## src/rtl/irq_res_pkg.sv

```systemverilog
package irq_res_pkg;
  localparam int unsigned LVL_W_DEF  = 5;
  localparam int unsigned REQ_W_DEF  = 32;
  localparam int unsigned PC_W_DEF   = 32;
  localparam int unsigned SW_LO_DEF  = 4;
  localparam int unsigned SW_HI_DEF  = 20;
  localparam int unsigned EXT_LO_DEF = 20;
  localparam int unsigned EXT_HI_DEF = 31;

  typedef enum logic [1:0] {
    SRC_NONE = 2'd0,
    SRC_SW   = 2'd1,
    SRC_EXT  = 2'd2
  } irq_src_e;
endpackage

```

## src/rtl/irq_scan.sv

```systemverilog
// Ascending scan over [LO, HI): the last (highest) set bit sets the level.
module irq_scan #(
  parameter int unsigned REQ_W     = 32,
  parameter int unsigned LVL_W     = 5,
  parameter int unsigned LO        = 4,
  parameter int unsigned HI        = 20,
  parameter int unsigned LVL_AT_LO = 1
) (
  input  logic [REQ_W-1:0] req_i,
  output logic [LVL_W-1:0] lvl_o,
  output logic [REQ_W-1:0] mask_o,
  output logic             any_o
);
  always_comb begin
    lvl_o  = '0;
    mask_o = '0;
    for (int i = LO; i < HI; i++) begin
      if (req_i[i]) begin
        lvl_o     = LVL_W'(LVL_AT_LO + i - LO);
        mask_o[i] = 1'b1;
      end
    end
  end

  assign any_o = |mask_o;
endmodule

```

## src/rtl/irq_gate.sv

```systemverilog
module irq_gate #(
  parameter int unsigned PC_W = 32
) (
  input  logic [PC_W-1:0] pc_i,
  input  logic            chk_pend_i,
  input  logic            fetch_resume_i,
  output logic            eval_o
);
  assign eval_o = chk_pend_i & ~pc_i[0] & ~fetch_resume_i;
endmodule

```

## src/rtl/irq_trap_reg.sv

```systemverilog
module irq_trap_reg #(
  parameter int unsigned REQ_W = 32,
  parameter int unsigned LVL_W = 5
) (
  input  logic             clk_i,
  input  logic             rst_ni,
  input  logic             eval_i,
  input  logic [LVL_W-1:0] lvl_i,
  input  logic [REQ_W-1:0] mask_i,
  input  logic [LVL_W-1:0] cur_ipl_i,
  output logic             trap_o,
  output logic [REQ_W-1:0] isr_o,
  output logic [LVL_W-1:0] intid_o,
  output logic             chk_clr_o
);
  logic win;
  assign win = eval_i && (lvl_i != '0) && (lvl_i > cur_ipl_i);

  always_ff @(posedge clk_i or negedge rst_ni) begin
    if (!rst_ni) begin
      trap_o    <= 1'b0;
      chk_clr_o <= 1'b0;
      isr_o     <= '0;
      intid_o   <= '0;
    end else begin
      trap_o    <= win;
      chk_clr_o <= eval_i;
      if (win) begin
        isr_o   <= mask_i;
        intid_o <= lvl_i;
      end
    end
  end
endmodule

```

## src/rtl/irq_resolver.sv

```systemverilog
module irq_resolver
  import irq_res_pkg::*;
#(
  parameter int unsigned LVL_W  = LVL_W_DEF,
  parameter int unsigned REQ_W  = REQ_W_DEF,
  parameter int unsigned PC_W   = PC_W_DEF,
  parameter int unsigned SW_LO  = SW_LO_DEF,
  parameter int unsigned SW_HI  = SW_HI_DEF,
  parameter int unsigned EXT_LO = EXT_LO_DEF,
  parameter int unsigned EXT_HI = EXT_HI_DEF
) (
  input  logic             clk_i,
  input  logic             rst_ni,
  input  logic [REQ_W-1:0] sw_req_i,
  input  logic [REQ_W-1:0] ext_req_i,
  input  logic [LVL_W-1:0] cur_ipl_i,
  input  logic [PC_W-1:0]  pc_i,
  input  logic             chk_pend_i,
  input  logic             fetch_resume_i,
  output logic             trap_o,
  output logic [REQ_W-1:0] isr_o,
  output logic [LVL_W-1:0] intid_o,
  output logic             chk_clr_o
);
  localparam int unsigned NSRC = 2;

  logic [LVL_W-1:0] src_lvl  [NSRC];
  logic [REQ_W-1:0] src_mask [NSRC];
  logic [NSRC-1:0]  src_any;
  logic [REQ_W-1:0] src_req  [NSRC];

  assign src_req[0] = sw_req_i;
  assign src_req[1] = ext_req_i;

  // source 0 = software (level offset), source 1 = external (level = index)
  for (genvar s = 0; s < NSRC; s++) begin : g_src
    localparam int unsigned LO  = (s == 0) ? SW_LO : EXT_LO;
    localparam int unsigned HI  = (s == 0) ? SW_HI : EXT_HI;
    localparam int unsigned LAT = (s == 0) ? 1     : EXT_LO;
    irq_scan #(
      .REQ_W(REQ_W), .LVL_W(LVL_W), .LO(LO), .HI(HI), .LVL_AT_LO(LAT)
    ) u_scan (
      .req_i (src_req[s]),
      .lvl_o (src_lvl[s]),
      .mask_o(src_mask[s]),
      .any_o (src_any[s])
    );
  end

  irq_src_e         win_src;
  logic [LVL_W-1:0] res_lvl;
  logic [REQ_W-1:0] res_mask;
  logic             eval;

  always_comb begin
    if (src_any[1])      win_src = SRC_EXT;
    else if (src_any[0]) win_src = SRC_SW;
    else                 win_src = SRC_NONE;
    case (win_src)
      SRC_EXT: res_lvl = src_lvl[1];
      SRC_SW:  res_lvl = src_lvl[0];
      default: res_lvl = '0;
    endcase
    res_mask = src_mask[0] | src_mask[1];
  end

  irq_gate #(.PC_W(PC_W)) u_gate (
    .pc_i          (pc_i),
    .chk_pend_i    (chk_pend_i),
    .fetch_resume_i(fetch_resume_i),
    .eval_o        (eval)
  );

  irq_trap_reg #(.REQ_W(REQ_W), .LVL_W(LVL_W)) u_out (
    .clk_i    (clk_i),
    .rst_ni   (rst_ni),
    .eval_i   (eval),
    .lvl_i    (res_lvl),
    .mask_i   (res_mask),
    .cur_ipl_i(cur_ipl_i),
    .trap_o   (trap_o),
    .isr_o    (isr_o),
    .intid_o  (intid_o),
    .chk_clr_o(chk_clr_o)
  );
endmodule

```

## config.mk

```make
export PLATFORM = sky130hd
export DESIGN_NAME = irq_resolver
export DESIGN_NICKNAME = d
export VERILOG_FILES = /design/src/rtl/irq_res_pkg.sv /design/src/rtl/irq_scan.sv /design/src/rtl/irq_gate.sv /design/src/rtl/irq_trap_reg.sv /design/src/rtl/irq_resolver.sv
export SDC_FILE = /design/constraint.sdc
export NUM_CORES = 1
export LEC_CHECK = 0
export BUFFER_PORTS_ARGS = -buffer_cell sky130_fd_sc_hd__buf_2
export CORE_ASPECT_RATIO = 2
export CORE_MARGIN = 5
export CORE_UTILIZATION = 50
export CTS_BUF_LIST = sky130_fd_sc_hd__clkbuf_16
export CTS_CLUSTER_DIAMETER = 60
export DETAILED_ROUTE_END_ITERATION = 7
export PLACE_DENSITY = 0.87
export SLEW_MARGIN = 20
export SYNTH_ARGS = -nofsm -noshare
export SYNTH_HDL_FRONTEND = slang
export SYNTH_HIERARCHICAL = 1
export SYNTH_SLANG_ARGS = --single-unit
export TNS_END_PERCENT = 1
```

## constraint.sdc

```tcl
create_clock -name clk_i -period 1.3 [get_ports clk_i]
set_input_delay 0.195 -clock clk_i [delete_from_list [all_inputs] [get_ports clk_i]]
set_output_delay 0.195 -clock clk_i [all_outputs]
set_load 0.05 [all_outputs]
```

# After elaboration in Yosys (flattened, before gate mapping)
# Cells that the tools add are included.
# Widths: inputs -> output; s select.
[classes]
n_mux = 57
eq_ne = 2
order_cmp = 1
n_bitwise = 5
reduce_logical = 5
[op_table]
columns = ["cell", "count"]
rows = [
  ["$mux 5", 12],
  ["$mux 4", 8],
  ["$or 20x31->31", 1],
  ["$mux 1", 29],
  ["$reduce_or 16->1", 1],
  ["$mux 3", 4],
  ["$reduce_or 11->1", 1],
  ["$pmux 5 s2", 1],
  ["$mux 2", 3],
  ["$gt 5x5->1", 1],
  ["$reduce_bool 5->1", 1],
  ["$and 1x1->1", 2],
  ["$eq 2x1->1 const B", 1],
  ["$eq 2x2->1 const B", 1],
  ["$logic_and 1x1->1", 2],
  ["$not 1->1", 2],
]
[word_totals]
input_bits = 105
output_inout_bits = 39
word_cells = 74
reg_bits = 39

# Depth between registers and ports, before layout
[depth]
ltp_word = 20
mapped_depth = 14
ltp_nobuf = 12

# Modules after synthesis
# The synthesis kept the hierarchy.
[modules_own_cells]
columns = ["mod", "seq_area_each_um2", "n_inst", "cells_each", "area_each_um2"]
rows = [
  ["irq_trap_reg", 975.9, 1, 101, 1669.1],
  ["irq_scan at g_src[0].u_scan", 0.0, 1, 65, 426.7],
  ["irq_scan at g_src[1].u_scan", 0.0, 1, 52, 390.4],
  ["irq_resolver", 0.0, 1, 40, 256.5],
  ["irq_gate", 0.0, 1, 1, 12.5],
]

# Worst setup path after synthesis
# OpenSTA, ideal clock, no wires.
[synth_timing]
path_type = "in2reg"
startpoint = "input ext_req_i[27]"
endpoint = "register u_out.intid_o[3]"
path_slack_ns = -1.479
stages = 10
t_arrival_ns = 2.654
setup_time_ns = 0.125
required_time_ns = 1.175
path_buffers = 2
cell_sequence = "or4_1 nand2b_4 nand2b_4 a22o_1 or4_1 o22a_1 o211ai_2 buf_6 buf_12 mux2_4"
[synth_lines]
columns = ["element", "line_no", "text"]
rows = [
  ["start, declared", "irq_resolver.sv:15", "input logic [REQ_W-1:0] ext_req_i,"],
  ["end signal, assigned", "irq_trap_reg.sv:30", "intid_o <= lvl_i;"],
  ["end, declared", "irq_trap_reg.sv:13", "output logic [LVL_W-1:0] intid_o,"],
]

==> flow_metrics.tcl <==
set metrics [dict create \
    met1Wirelength_um 1900 \
    globalplace.congestion 0.903 \
    ys_async_sr_fraction 1.00 \
    p_clk_frac 0.306 \
    critPathLaunch "ext_req_i[27]" \
    wl_um 5910 \
    critPathMostFrequentCell "nand2b_4" \
    io_buffers 75 \
    cp_slowest_stage_delay_ns 0.55 \
    top_layer_used "met4" \
    route.vias.total 1929 \
    grt_pass1_vias 2153 \
    pre_cts_slack_ns -1.75 \
    syn_area_per_cell_sq_um 10.6 \
    synth_area_leaders "dfrtp_1 (35%), buf_4 (18%), mux2_4 (10%), mux2_2 (7.4%), or2_2 (7.3%)" \
    cp_max_fo 18 \
    cts_tree "built" \
    coreArea_sq_um 5370 \
    boundaryPins 144 \
    cts-root-buf "clkbuf_16" \
    synth_edf_count 0 \
    p_int_mw 3.22 \
    fin_crit_ns 2.70 \
    maxSlewViolCount 0 \
    final-hold-violation-count 0 \
    rr_endpoint "u_out/isr_o[22]" \
    grt_max_degree 23 \
    finalPower_mw 5.21 \
    startpoint_type "input port" \
    ys.flop_type "dfrtp_1" \
    worstPathRequired_ns 1.48 \
    post-route-period-util 2.08 \
    grt_pass1_wl_um 9590 \
    ys_seq_elements 39 \
    clk_pin_slew_ns 0.06 \
    timing_worst_setup_path_type "in -> reg" \
    floorplan.initialDensity 0.513 \
    switching_share 0.382 \
    endpoint "u_out/isr_o[25]" \
    initialDrtViolationCount 52 \
    antenna_cells 0 \
    viasPerCell 4.77 \
    clk_latency_ns 0.29 \
    cts_made_buffers 5 \
    clockBufferDepth 2 \
    cts.sinks 39 \
    vdd_drop_max_uv 1350 \
    synth_top_area_frac 0.354 \
    path_depth 10 \
    violations "setup timing" \
    fp.dieArea_sq_um 7190 \
    hp-class "in -> reg" \
    wl_met2_um 3530 \
    drv_cap 0 \
    status "finished with violations" \
    rsz0062_at_grt "true" \
    die_w_um 62.5 \
    p_per_area_nw_per_um2 1550 \
    r2r_start "u_out/isr_o[22]" \
    final_nets 453 \
    final_util 0.627 \
    setup_violations 38 \
    wl_met3_um 251 \
    grt-ovfl-total 0 \
    area_growth_pct 22.3 \
    die_h_um 115 \
    path_delay_family "simple AND/OR/NAND/NOR gates" \
    synth_top_cells_by_count "buf_4 (66), dfrtp_1 (39), or2_2 (32)" \
    num_rows 38 \
    antenna_found_initial 0 \
    ant_nets 0 \
    p_comb_frac 0.383 \
    r2r_cells 1 \
    skew_ns 0 \
    critPathArrivalTime_ns 2.88 \
    yosysSeqAreaShare 0.354 \
    synthesis.area_sq_um 2760 \
    worst_path_max_delay_cell "or4_1" \
    dp_hpwl_um 4710 \
    worst-path-buf-inv 2 \
    fmax_mhz 370 \
    synthesis.instances 259 \
    yosysWarnings 6 \
    groute.usage.overall 0.170 \
    synth.largest_area_cell "dfrtp_1" \
    synth_most_common_cell "buf_4" \
    reg2reg_slack_ns 0.51 \
    power.switching_mw 1.99 \
    drive_above_1_share 0.587 \
    fin_ws_ns -1.40 \
    p_seq_frac 0.311 \
    crit_chain "buf_6 -> or4_4 -> nand2b_4 -> nand2b_4 -> a22o_1 -> or4_1 -> o22a_1 -> o211ai_4 -> buf_12 -> mux2_2" \
    route.detailed.wl_per_inst_um 14.6 \
    ys_types 40 \
    leakage_nw 1.70 \
    cts.htree.levels 2 \
    crit_path_end_kind "register" \
    drt_pass1_iterations 4 \
    drc_errors 0 \
]
==> state kept, by name (all words and copies together), names as in the netlist <==
| name | cells |
|---|---|
| u_out/isr_o | 32 |
| u_out/intid_o | 5 |
| u_out/chk_clr_o | 1 |
| u_out/trap_o | 1 |
==> routing by layer <==
layer | vias up | GRT usage
li1 | 935 | -
met5 | - | 0
met4 | 0 | 0.106
met1 | 929 | 0.147
met2 | 48 | 0.334
met3 | 17 | 0.0401
==> layout make-up <==
type                    count  area (sq um)
flip-flops and latches     39           976
multi-input cells         174          1390
inverters                  12          45.0
fillers                   441          2000
repair buffers            111           698
clock inverters             3          63.8
well taps                  60          75.1
clock buffers               5           125
==> repair_timing <==
item / in CTS / in global routing
hold endpoints to repair: 17 / 0
pin swaps: 1 / 1
resized for setup: 5 / 6
buffers inserted: 0 / 1
setup endpoints to repair: 38 / 38
hold buffers: 1 / 0
==> power by group through the flow <==
stage	sequential [mW]	clock [mW]	combinational (mW)
finish	1.62	1.59	2.00
detailed placement	1.64	0	1.99
floorplan	2.57	0	0.607
CTS	1.63	1.62	2.00
global placement	1.63	0	1.95
global route	1.66	1.66	2.09
==> worst min-delay path by stage <==
stage          startpoint              end  slack, ns  cells past startpoint
2_1_floorplan      rst_ni  u_out/chk_clr_o      -0.10                      0
3_3_place_gp       rst_ni  u_out/chk_clr_o       0.15                      1
3_5_place_dp       rst_ni  u_out/chk_clr_o       0.16                      1
4_1_cts           pc_i[0]  u_out/chk_clr_o        0.1                      2
5_1_grt           pc_i[0]  u_out/chk_clr_o        0.1                      2
6_report          pc_i[0]  u_out/chk_clr_o        0.1                      2
==> cells in the final DEF, fill, tap and decap left out, drive strengths merged, types with 4 or more instances in the layout <==
cell type  count
a21oi          6
a22o           4
buf          110
clkbuf         5
conb          37
dfrtp         39
ha             5
inv           13
mux2          37
nand2          6
nand2b         4
nor2          15
o21ai          4
or2           32
==> cells by family after synthesis <==
group                    share of synthesized area
AO/OA/AOI/OAI                               0.0631
adder cells (fa/ha/maj)                     0.0227
buffers and inverters                        0.215
flip-flops                                   0.354
multiplexers                                 0.177
other                                      0.00273
AND/OR/NAND/NOR                              0.165
==> per-stage QoR <==
step	cell area (sq um)	hold WS [ns]	setup TNS, ns	instances
detailed placement	3100	0.165	-64.45	394
finish	3370	0.0952	-51.90	404
CTS	3310	0.0963	-50.84	403
global route	3370	0.0962	-54.16	404
global placement	3100	0.153	-62.33	394
floorplan	2890	-0.101	-52.41	294
Power figures use the tool's default switching activity.
